[src/rtl/sdh_st_pkg.sv]
package sdh_st_pkg;
  localparam int REG_AW = 3;
  localparam int DATA_W = 32;
  localparam int STAT_W = 16;
  localparam int LEN_W  = 11;
  localparam int CNT_W  = 16;

  localparam logic [REG_AW-1:0] ADR_CMD  = 3'd0;
  localparam logic [REG_AW-1:0] ADR_BLK  = 3'd1;
  localparam logic [REG_AW-1:0] ADR_STAT = 3'd2;
  localparam logic [REG_AW-1:0] ADR_SEN  = 3'd3;
  localparam logic [REG_AW-1:0] ADR_TEST = 3'd4;
  localparam logic [REG_AW-1:0] ADR_DATA = 3'd5;
  localparam logic [REG_AW-1:0] ADR_CTRL = 3'd6;

  localparam int TB_OBI  = 16;
  localparam int TB_CD   = 15;
  localparam int TB_WP   = 14;
  localparam int TB_WAKE = 13;
  localparam int TB_SSB  = 12;

  localparam int SB_WRDY = 4;
  localparam int SB_RRDY = 5;
  localparam int SB_ERR  = 15;

  // Enough free entries for a whole block while blocks remain
  function automatic logic room_for_block(input logic [31:0] used, input logic [31:0] depth,
                                          input logic [31:0] blen, input logic [31:0] left);
    return (left != 0) && (blen != 0) && ((depth - used) >= blen);
  endfunction

  // A whole block stored while blocks remain
  function automatic logic block_present(input logic [31:0] used, input logic [31:0] blen,
                                         input logic [31:0] left);
    return (left != 0) && (blen != 0) && (used >= blen);
  endfunction
endpackage

[src/rtl/sdh_st_testreg.sv]
module sdh_st_testreg
  import sdh_st_pkg::*;
(
  input  logic        clk,
  input  logic        rst_n,
  input  logic        test_mode_i,
  input  logic        wr_i,
  input  logic [31:0] wdata_i,
  input  logic        func_obi_i,
  input  logic        func_cd_i,
  input  logic        func_wp_i,
  input  logic        func_wake_i,
  output logic        pin_obi_o,
  output logic        pin_cd_o,
  output logic        pin_wp_o,
  output logic        pin_wake_o,
  output logic [31:0] rdata_o,
  output logic        ssb_o,
  output logic        force_o
);
  logic obi_q, cd_q, wp_q, wake_q, ssb_q;

  always_ff @(posedge clk or negedge rst_n) begin
    if (!rst_n) begin
      obi_q  <= 1'b0;
      cd_q   <= 1'b0;
      wp_q   <= 1'b0;
      wake_q <= 1'b0;
      ssb_q  <= 1'b0;
    end else if (wr_i) begin
      obi_q  <= wdata_i[TB_OBI];
      cd_q   <= wdata_i[TB_CD];
      wp_q   <= wdata_i[TB_WP];
      wake_q <= wdata_i[TB_WAKE];
      ssb_q  <= wdata_i[TB_SSB];
    end
  end

  always_comb begin
    rdata_o          = '0;
    rdata_o[TB_OBI]  = obi_q;
    rdata_o[TB_CD]   = cd_q;
    rdata_o[TB_WP]   = wp_q;
    rdata_o[TB_WAKE] = wake_q;
    rdata_o[TB_SSB]  = ssb_q;
  end

  assign pin_obi_o  = test_mode_i ? obi_q  : func_obi_i;
  assign pin_cd_o   = test_mode_i ? cd_q   : func_cd_i;
  assign pin_wp_o   = test_mode_i ? wp_q   : func_wp_i;
  assign pin_wake_o = test_mode_i ? wake_q : func_wake_i;

  assign ssb_o   = ssb_q;
  assign force_o = wr_i & wdata_i[TB_SSB];
endmodule

[src/rtl/sdh_st_stack.sv]
module sdh_st_stack
  import sdh_st_pkg::*;
#(
  parameter int DEPTH = 16,
  localparam int LW   = $clog2(DEPTH)
) (
  input  logic              clk,
  input  logic              rst_n,
  input  logic              test_mode_i,
  input  logic              dir_rd_i,
  input  logic              push_i,
  input  logic              pop_i,
  input  logic [DATA_W-1:0] push_data_i,
  input  logic              blk_wr_i,
  input  logic [31:0]       blk_wdata_i,
  output logic [DATA_W-1:0] top_o,
  output logic [LW:0]       level_o,
  output logic [LEN_W-1:0]  blen_o,
  output logic [CNT_W-1:0]  left_o,
  output logic              wr_ready_o,
  output logic              rd_ready_o,
  output logic              err_o
);
  logic [DATA_W-1:0] mem [DEPTH];
  logic [LW:0]       level_q;
  logic [LEN_W-1:0]  blen_q, wcnt_q;
  logic [CNT_W-1:0]  left_q;
  logic full, empty, push_ok, pop_ok, step, last;
  logic [LW-1:0] top_idx;

  assign full    = (level_q == (LW+1)'(DEPTH));
  assign empty   = (level_q == '0);
  assign push_ok = push_i & ~full;
  assign pop_ok  = pop_i & ~push_i & ~empty;
  assign err_o   = (push_i & full) | (pop_i & ~push_i & empty);
  assign step    = ((push_ok & ~dir_rd_i) | (pop_ok & dir_rd_i)) &
                   (left_q != '0) & (blen_q != '0);
  assign last    = step & ((wcnt_q + LEN_W'(1)) == blen_q);
  assign top_idx = LW'(level_q - (LW+1)'(1));

  always_ff @(posedge clk or negedge rst_n) begin
    if (!rst_n) begin
      level_q <= '0;
      blen_q  <= '0;
      wcnt_q  <= '0;
      left_q  <= '0;
    end else begin
      if (push_ok)     level_q <= level_q + (LW+1)'(1);
      else if (pop_ok) level_q <= level_q - (LW+1)'(1);
      if (blk_wr_i) begin
        blen_q <= blk_wdata_i[LEN_W-1:0];
        left_q <= blk_wdata_i[31:16];
        wcnt_q <= '0;
      end else if (last) begin
        wcnt_q <= '0;
        left_q <= left_q - CNT_W'(1);
      end else if (step) begin
        wcnt_q <= wcnt_q + LEN_W'(1);
      end
    end
  end

  always_ff @(posedge clk) begin
    if (push_ok) mem[level_q[LW-1:0]] <= push_data_i;
  end

  assign top_o      = empty ? '0 : mem[top_idx];
  assign level_o    = level_q;
  assign blen_o     = blen_q;
  assign left_o     = left_q;
  assign wr_ready_o = test_mode_i & ~dir_rd_i &
                      room_for_block(32'(level_q), 32'(DEPTH), 32'(blen_q), 32'(left_q));
  assign rd_ready_o = test_mode_i & dir_rd_i &
                      block_present(32'(level_q), 32'(blen_q), 32'(left_q));
endmodule

[src/rtl/sdh_st_status.sv]
module sdh_st_status
  import sdh_st_pkg::*;
(
  input  logic              clk,
  input  logic              rst_n,
  input  logic              stat_wr_i,
  input  logic              en_wr_i,
  input  logic [STAT_W-1:0] wdata_i,
  input  logic              ssb_i,
  input  logic              force_i,
  input  logic [STAT_W-1:0] evt_i,
  output logic [STAT_W-1:0] stat_o,
  output logic [STAT_W-1:0] en_o,
  output logic              irq_o
);
  logic [STAT_W-1:0] stat_q, en_q, clr, set;

  assign clr = (stat_wr_i & ~ssb_i) ? wdata_i : '0;
  assign set = evt_i | (force_i ? en_q : '0);

  always_ff @(posedge clk or negedge rst_n) begin
    if (!rst_n) begin
      stat_q <= '0;
      en_q   <= '0;
    end else begin
      stat_q <= (stat_q & ~clr) | set;
      if (en_wr_i) en_q <= wdata_i;
    end
  end

  assign stat_o = stat_q;
  assign en_o   = en_q;
  assign irq_o  = |(stat_q & en_q);
endmodule

[src/rtl/sdh_systest.sv]
module sdh_systest
  import sdh_st_pkg::*;
#(
  parameter int DEPTH = 16
) (
  input  logic        clk,
  input  logic        rst_n,
  input  logic        test_mode_i,
  input  logic        reg_wr_i,
  input  logic        reg_rd_i,
  input  logic [2:0]  reg_addr_i,
  input  logic [31:0] reg_wdata_i,
  output logic [31:0] reg_rdata_o,
  input  logic        func_obi_i,
  input  logic        func_cd_i,
  input  logic        func_wp_i,
  input  logic        func_wake_i,
  output logic        pin_obi_o,
  output logic        pin_cd_o,
  output logic        pin_wp_o,
  output logic        pin_wake_o,
  output logic        xfer_start_o,
  output logic        irq_o,
  output logic        dma_req_o
);
  localparam int LW = $clog2(DEPTH);

  logic wr_cmd, blk_wr, wr_stat, wr_sen, wr_test, wr_data, wr_ctrl, rd_data;
  logic push, pop, ssb, force_set, err, wr_ready, rd_ready;
  logic wr_rdy_q, rd_rdy_q, xfer_q;
  logic [1:0]        ctrl_q;
  logic              dma_en, dir_rd;
  logic [31:0]       test_rdata;
  logic [DATA_W-1:0] top_word;
  logic [LW:0]       level;
  logic [LEN_W-1:0]  blen;
  logic [CNT_W-1:0]  blk_left;
  logic [STAT_W-1:0] stat, en, evt;

  assign wr_cmd  = reg_wr_i & (reg_addr_i == ADR_CMD);
  assign blk_wr  = reg_wr_i & (reg_addr_i == ADR_BLK);
  assign wr_stat = reg_wr_i & (reg_addr_i == ADR_STAT);
  assign wr_sen  = reg_wr_i & (reg_addr_i == ADR_SEN);
  assign wr_test = reg_wr_i & (reg_addr_i == ADR_TEST);
  assign wr_data = reg_wr_i & (reg_addr_i == ADR_DATA);
  assign wr_ctrl = reg_wr_i & (reg_addr_i == ADR_CTRL);
  assign rd_data = reg_rd_i & ~reg_wr_i & (reg_addr_i == ADR_DATA);
  assign push    = wr_data & test_mode_i;
  assign pop     = rd_data & test_mode_i;
  assign dma_en  = ctrl_q[0];
  assign dir_rd  = ctrl_q[1];

  sdh_st_testreg u_test (
    .clk(clk), .rst_n(rst_n), .test_mode_i(test_mode_i),
    .wr_i(wr_test), .wdata_i(reg_wdata_i),
    .func_obi_i(func_obi_i), .func_cd_i(func_cd_i),
    .func_wp_i(func_wp_i), .func_wake_i(func_wake_i),
    .pin_obi_o(pin_obi_o), .pin_cd_o(pin_cd_o),
    .pin_wp_o(pin_wp_o), .pin_wake_o(pin_wake_o),
    .rdata_o(test_rdata), .ssb_o(ssb), .force_o(force_set)
  );

  sdh_st_stack #(.DEPTH(DEPTH)) u_stack (
    .clk(clk), .rst_n(rst_n), .test_mode_i(test_mode_i), .dir_rd_i(dir_rd),
    .push_i(push), .pop_i(pop), .push_data_i(reg_wdata_i),
    .blk_wr_i(blk_wr), .blk_wdata_i(reg_wdata_i),
    .top_o(top_word), .level_o(level), .blen_o(blen), .left_o(blk_left),
    .wr_ready_o(wr_ready), .rd_ready_o(rd_ready), .err_o(err)
  );

  always_comb begin
    evt          = '0;
    evt[SB_WRDY] = wr_ready & ~wr_rdy_q;
    evt[SB_RRDY] = rd_ready & ~rd_rdy_q;
    evt[SB_ERR]  = err;
  end

  sdh_st_status u_status (
    .clk(clk), .rst_n(rst_n), .stat_wr_i(wr_stat), .en_wr_i(wr_sen),
    .wdata_i(reg_wdata_i[STAT_W-1:0]), .ssb_i(ssb), .force_i(force_set),
    .evt_i(evt), .stat_o(stat), .en_o(en), .irq_o(irq_o)
  );

  always_ff @(posedge clk or negedge rst_n) begin
    if (!rst_n) begin
      ctrl_q   <= '0;
      xfer_q   <= 1'b0;
      wr_rdy_q <= 1'b0;
      rd_rdy_q <= 1'b0;
    end else begin
      if (wr_ctrl) ctrl_q <= reg_wdata_i[1:0];
      xfer_q   <= wr_cmd & ~test_mode_i;
      wr_rdy_q <= wr_ready;
      rd_rdy_q <= rd_ready;
    end
  end

  always_comb begin
    unique case (reg_addr_i)
      ADR_BLK:  reg_rdata_o = {blk_left, 5'b0, blen};
      ADR_STAT: reg_rdata_o = {16'b0, stat};
      ADR_SEN:  reg_rdata_o = {16'b0, en};
      ADR_TEST: reg_rdata_o = test_rdata;
      ADR_DATA: reg_rdata_o = test_mode_i ? top_word : '0;
      ADR_CTRL: reg_rdata_o = {30'b0, ctrl_q};
      default:  reg_rdata_o = '0;
    endcase
  end

  assign xfer_start_o = xfer_q;
  assign dma_req_o    = dma_en & (wr_ready | rd_ready);
endmodule

[config.mk]
export PLATFORM = sky130hd
export DESIGN_NAME = sdh_systest
export DESIGN_NICKNAME = d
export VERILOG_FILES = /design/src/rtl/sdh_st_pkg.sv /design/src/rtl/sdh_st_testreg.sv /design/src/rtl/sdh_st_stack.sv /design/src/rtl/sdh_st_status.sv /design/src/rtl/sdh_systest.sv
export SDC_FILE = /design/constraint.sdc
export NUM_CORES = 1
export LEC_CHECK = 0
export ABC_AREA = 1
export BUFFER_PORTS_ARGS = -buffer_cell sky130_fd_sc_hd__buf_2
export CAP_MARGIN = 10
export CORE_ASPECT_RATIO = 1.5
export CORE_MARGIN = 4
export CORE_UTILIZATION = 36
export DETAILED_ROUTE_END_ITERATION = 8
export GPL_TIMING_DRIVEN = 0
export PLACE_DENSITY = 0.61
export REMOVE_ABC_BUFFERS = 1
export SYNTH_ARGS = -nofsm -noshare
export SYNTH_HDL_FRONTEND = slang
export SYNTH_SLANG_ARGS = --single-unit
[constraint.sdc]
create_clock -name clk -period 7.4 [get_ports clk]
set_input_delay 0.74 -clock clk [delete_from_list [all_inputs] [get_ports clk]]
set_output_delay 0.74 -clock clk [all_outputs]
set_load 0.1 [all_outputs]
==> results of run 1 <==
## critical path: stages (launching register included)
cell and delay [ps]:
dfrtp_4 770, buf_16 340, clkinv_4 470, buf_16 400, ha_4 260, xor2_4 570, buf_12 290, inv_4 180
buf_16 260, ha_1 330, nand2_1 50, o21ai_0 160, nand2_1 60, nand2_1 60, a21oi_1 60, nand2_1 70
nand2_1 120, a21boi_0 430, buf_2 520
## routing by layer
metal  track usage  vias to the layer above
li1              -                     8344
met1        0.2297                     9249
met2        0.3293                      762
met3       0.02767                      200
met4       0.08867                        4
met5             0                        -
## per-stage QoR
stage	std cells	hold slack, ps	setup TNS [ps]	area [sq um]	power (uW)
final	3337	107.2	0	29490	11380
after global placement	3197	418.4	-8812920	26680	8552
after detailed placement	3239	424.2	0	27830	8771
after CTS	3335	104.6	0	29490	11430
after global routing	3336	124.7	0	29490	12050
after floorplan	2208	405.0	-3678560	25130	7236
## layout by cell type (no fill, tap or decap), types with 23 or more instances in the layout
cell       instances
a21oi_1          211
a22oi_1           67
buf_16            23
buf_2             81
clkbuf_16         55
dfrtp_1           84
edfxtp_1         512
inv_1            112
nand2_1          620
nand3_1          204
nor2_1           119
o21ai_0          121
## cells by family (layout without fill, tap and decap cells)
kind of cell	count (synthesis)	in the layout	share of synthesized area
simple gates	994	994	0.1597
compound gates	468	468	0.1067
other cells	0	2	0
flops	597	597	0.6827
xor+xnor	9	9	0.003075
fa+ha+maj	22	22	0.01074
buf+inv	245	338	0.03700
## power groups by stage
stage | sequential (uW) | combinational, uW | clock (uW)
4_1_cts | 3960 | 4750 | 2710
2_1_floorplan | 4090 | 3150 | 0
3_3_place_gp | 4200 | 4350 | 0
6_report | 3970 | 4740 | 2670
5_1_grt | 3990 | 5220 | 2840
3_5_place_dp | 4030 | 4740 | 0
## state kept, by name, summed over array words and instances (netlist names)
| name | flops |
|---|---|
| u_stack.blen_o | 11 |
| u_stack.mem | 512 |
| u_status.stat_o | 16 |
| u_test.cd_q | 1 |
| ctrl_q | 2 |
| wr_rdy_q | 1 |
| xfer_start_o | 1 |
| u_stack.left_o | 16 |
| u_status.en_o | 16 |
| u_stack.level_o | 5 |
| u_stack.wcnt_q | 11 |
| u_test.wake_q | 1 |
| u_test.obi_q | 1 |
| rd_rdy_q | 1 |
| u_test.ssb_o | 1 |
| u_test.wp_q | 1 |
## worst paths after layout
check,start,end,slack [ps]
max in group asynchronous,rst_n,u_stack.left_o[13]$_DFFE_PN0P_,6640
min,rst_n,u_stack.wcnt_q[5]$_DFFE_PN0P_,110
max,u_stack.level_o[0]$_DFFE_PN0P_,dma_req_o,400
min reg2reg,rd_rdy_q$_DFF_PN0_,u_status.stat_o[5]$_DFF_PN0_,430
min in group clk,rd_rdy_q$_DFF_PN0_,u_status.stat_o[5]$_DFF_PN0_,430
max reg2reg,u_stack.level_o[0]$_DFFE_PN0P_,u_stack.mem[1][2]$_DFFE_PP_,2420
## final cells by class
type	count	area (sq um)
antenna	2	5.005
clock buffer	77	1489
clock inverter	19	166.4
fill	6466	40930
inverter	118	457.9
multi-input combinational	1493	7355
sequential	597	17510
tap	907	1135
timing repair buffer	124	1381
==> impl_metrics.toml, run 1 <==
[outcome]
status = "completed"

[die]
die-area_sq_mm = 0.07563
fp.dieH_microns = 334.8
core_area_sq_mm = 0.07043
die_w_microns = 225.9
initial_core_util = 0.3640
rows = 119
ios = 83

[logic_synthesis]
ys.flop_type = "edfxtp_1"
ys_types = 44
synth_top_area_share = 0.5997
seq_area_frac_synth = 0.6827
synthCells = 2335
synth_area_sq_mm = 0.02564
synth_seq_cells = 597
yosys-top-cells-area = "edfxtp_1 60%, nand2_1 9.1%, dfrtp_1 8.3%, a21oi_1 4.1%, nand3_1 4.0%"
synth-async-reset-ratio = 0.1424
ys.warnings.count = 0
synth_edf_count = 512
synth_common_cells = "621 x nand2_1, 512 x edfxtp_1, 211 x a21oi_1"
synth_most_common_cell = "nand2_1"
synth.avg_cell_area_sq_um = 10.98
yosys.area.top_type = "edfxtp_1"

[hold_path]
holdCritPathClass = "input port to asynchronous set/reset pin"

[grt]
grt_max_degree = 117
grt_pass1_vias = 18320
grt_pass1_wl_microns = 109300
gr-usage-all-layers = 0.1888
antenna_found_initial = 4
overflow = 0

[clock_network]
max-clock-path-buffers = 3
postCtsSetupBuffers = 0
path_clk_slew_ps = 70
cts_max_level = 2
clk_latency_ps = 600
numCtsBuffers = 53
cts-root-buf = "clkbuf_16"
tritoncts = "built"
post_cts_resized = 0
cts_sinks = 597
ctsHoldBuffers = 0

[sta]
setup_slack_ps = 400.6
max_freq_ghz = 0.1429
fin_crit_sh = 0.9459
setup_violations = 0
maxSlewHeadroom = 0.1618
worst_pin_slew_ps = 1253
rsz0062_at_grt = "false"
slew_violations = 0
hold_viol_final = 0
finClkSkew_ps = 19.31
fin_crit_ps = 6999

[pwr]
ir_worst_vdd_uv = 343.3
p_leak_uw = 0.01083
p_switching_uw = 4640
power.density_mw_per_mm2 = 385.9
intPower_uw = 6740
clkPwrFrac = 0.235
switching_share = 0.4077
seqPwrFrac = 0.349
pwr-share-comb = 0.416

[route]
routed-wl-met2_microns = 37130
top_layer = "met5"
ant_nets = 0
routed_wl_microns = 73680
drc = 0
wl_met1_microns = 28170
routedWlPerCell_microns = 22.08
drt_iter0_drc = 1701
via_per_inst = 5.562
dr_wl_met3_microns = 4660
drtPass1Iterations = 6
vias = 18560

[place]
place.gp.congestion = 0.8709
hpwlAfterDp_microns = 45340
post-place-ws_ps = 1007
portBuffers = 82

[final_layout]
area_growth_pct = 15.05
fin_nets = 2453
drive_above_1_share = 0.09679
final_util = 0.4188

[worst_setup_path]
path_max_fanout = 84
path_class = "flop to primary output"
setup.worst_path.start_class = "flop"
arrival_ps = 6260
r2r_cells = 11
crit_required_ps = 6660
endpoint_kind = "primary output"

[job]
maxCapViolCount = 0
(Power assumes the default switching activity.)
==> run 2, diff against run 1 <==
--- a/config.mk
+++ b/config.mk
@@ -11,6 +11,7 @@
 export CORE_ASPECT_RATIO = 1.5
 export CORE_MARGIN = 4
 export CORE_UTILIZATION = 36
+export CTS_BUF_LIST = sky130_fd_sc_hd__clkbuf_4
 export DETAILED_ROUTE_END_ITERATION = 8
 export GPL_TIMING_DRIVEN = 0
 export PLACE_DENSITY = 0.61
==> constraint.sdc (replaced) <==
create_clock -name clk -period 7.4 [get_ports clk]
set_input_delay 2.22 -clock clk [delete_from_list [all_inputs] [get_ports clk]]
set_output_delay 2.22 -clock clk [all_outputs]
set_load 0.1 [all_outputs]
==> run 2 against run 1 <==
Routed wire length up 3.5%; core utilization increased by 0.56 points; sequential share of layout area decreased by 0.78 points; clock skew rose by 27 ps; die area unchanged; power up 2.7%; cell area grew 1.3%; critical path type unchanged.
==> impl_metrics.toml, run 2 (synthesis gave the netlist of run 1 again) <==
[grt]
antenna_found_initial = 6
gr-usage-all-layers = 0.1955
grt_pass1_vias = 19230
grt_pass1_wl_microns = 112200
overflow = 0
grt_max_degree = 117

[clock_network]
tritoncts = "built"
clk_latency_ps = 870
cts-root-buf = "clkbuf_4"
ctsHoldBuffers = 0
max-clock-path-buffers = 3
cts_max_level = 4
numCtsBuffers = 141
cts_sinks = 597
path_clk_slew_ps = 70

[sta]
slew_violations = 0
setup_violations = 0
fin_crit_ps = 7106
fin_crit_sh = 0.9603
maxSlewHeadroom = 0.1419
max_freq_ghz = 0.1407
hold_viol_final = 0
rsz0062_at_grt = "false"
worst_pin_slew_ps = 1282
finClkSkew_ps = 46.43

[die]
die_w_microns = 225.9
die-area_sq_mm = 0.07563
fp.dieH_microns = 334.8
initial_core_util = 0.3640
rows = 119
ios = 83
core_area_sq_mm = 0.07043

[route]
routed_wl_microns = 76270
drt_iter0_drc = 1738
via_per_inst = 5.521
routedWlPerCell_microns = 21.80
ant_nets = 0
vias = 19310
drtPass1Iterations = 8
drc = 0

[worst_setup_path]
endpoint_kind = "primary output"
arrival_ps = 4890
path_delay_family = "buffers and inverters"
slowest_delay_ps = 630
crit_required_ps = 5180
cp_num_buf_inv = 6
slowest_stage = "dfrtp_4"
path_max_fanout = 73
cpMostUsedCell = "nand2_1"
setup.worst_path.start_class = "flop"
crit_chain = "buf_16 > clkinv_16 > ha_4 > xor2_4 > buf_12 > inv_4 > buf_16 > ha_1 > nand2_1 > o21ai_0 > nand2_1 > nand2_1 > a21oi_1 > nand2_1 > nand2_1 > a21boi_2 > buf_6"
path_class = "flop to primary output"

[final_layout]
multiInputGateArea_sq_mm = 0.007363
final_cell_mix = "620 x nand2_1, 512 x edfxtp_1, 211 x a21oi_1"
fin_area_sq_mm = 0.02989
drive_above_1_share = 0.1527
largest_reg_flops = 512
area_growth_pct = 16.58
seqCellArea_sq_mm = 0.01751
fin_nets = 2546
mostFrequentLayoutCell = "nand2_1"
fillCellCount = 6524
final_util = 0.4244

[job]
maxCapViolCount = 0

[pwr]
p_switching_uw = 4821
pwr-share-comb = 0.419
clkPwrFrac = 0.243
ir_worst_vdd_uv = 392.7
p_leak_uw = 0.01120
power.density_mw_per_mm2 = 391.2
seqPwrFrac = 0.338
switching_share = 0.4123
intPower_uw = 6871

[hold_path]
holdCritPathClass = "flop to flop"

[place]
hpwlAfterDp_microns = 45340
dpl_cell_area_sq_mm = 0.02783
place.gp.congestion = 0.8709
portBuffers = 82

[outcome]
status = "completed"
## run 2: cell count changes in the layout (fill, tap and decap cells not counted), moves of 3 or more
cell	delta
clkbuf_4	+205
clkbuf_16	-54
clkbuf_1	-19
clkinv_1	+19
bufinv_16	+6
clkbuf_8	-3
## run 2: power groups by stage
stage          registers, uW  clock network [uW]  logic [uW]
4_1_cts                 3940                2900        4870
2_1_floorplan           4090                   0        3150
6_report                3960                2840        4890
3_5_place_dp            4030                   0        4740
5_1_grt                 3970                3090        5380
3_3_place_gp            4200                   0        4350
## run 2: worst paths after layout
path                                                start  depth (start not counted)  slack, ps                              to
hold reg to reg                        rd_rdy_q$_DFF_PN0_                          1        430    u_status.stat_o[5]$_DFF_PN0_
setup reg to reg           u_stack.level_o[0]$_DFFE_PN0P_                         10       3220    u_stack.mem[1][24]$_DFFE_PP_
hold / removal                         rd_rdy_q$_DFF_PN0_                          1        430    u_status.stat_o[5]$_DFF_PN0_
min in group asynchronous                           rst_n                          1       1300   u_stack.wcnt_q[5]$_DFFE_PN0P_
max in group asynchronous                           rst_n                          2       5390  u_stack.left_o[13]$_DFFE_PN0P_
setup / recovery           u_stack.level_o[0]$_DFFE_PN0P_                         17        290                       dma_req_o
## run 2: final cells by class
type / instances / share of cell area
diodes: 4 / 0.0003349
inverters: 118 / 0.01637
multi-input cells: 1493 / 0.2464
repair inverters: 1 / 0.0003768
repair buffers: 128 / 0.04823
flip-flops and latches: 597 / 0.5857
well taps: 907 / 0.03797
clock inverters: 45 / 0.01315
clock buffers: 205 / 0.05149
## run 2: timing repair
| action | CTS | global route |
|---|---|---|
| pin swaps | 1 | 0 |
| setup buffers | 4 | 0 |
| gates resized for setup | 9 | 1 |
| gates cloned | 0 | 2 |
| endpoints found under the setup margin | 33 | 14 |
| hold endpoints to repair | 0 | 0 |
## run 2: per-layer routing
metal | vias up | part of all wire | track usage
met1 | 9526 | 0.38 | 0.2306
met3 | 236 | 0.075 | 0.04072
met5 | - | 0.00028 | 0
met2 | 893 | 0.50 | 0.3321
met4 | 4 | 0.049 | 0.1081
li1 | 8653 | - | -
## run 2: through the flow
step                power, uW  TNS (ps)  worst slack, ps  std cells  hold slack, ps
detailed placement       8771    -472.9           -472.9       3239           424.2
floorplan                7236  -3727400           -11930       2208           405.0
global placement         8552  -8861760           -22980       3197           418.4
global route            12430         0            74.83       3497           459.1
CTS                     11710         0            51.61       3493           434.6
finish                  11690         0            293.8       3498           431.2
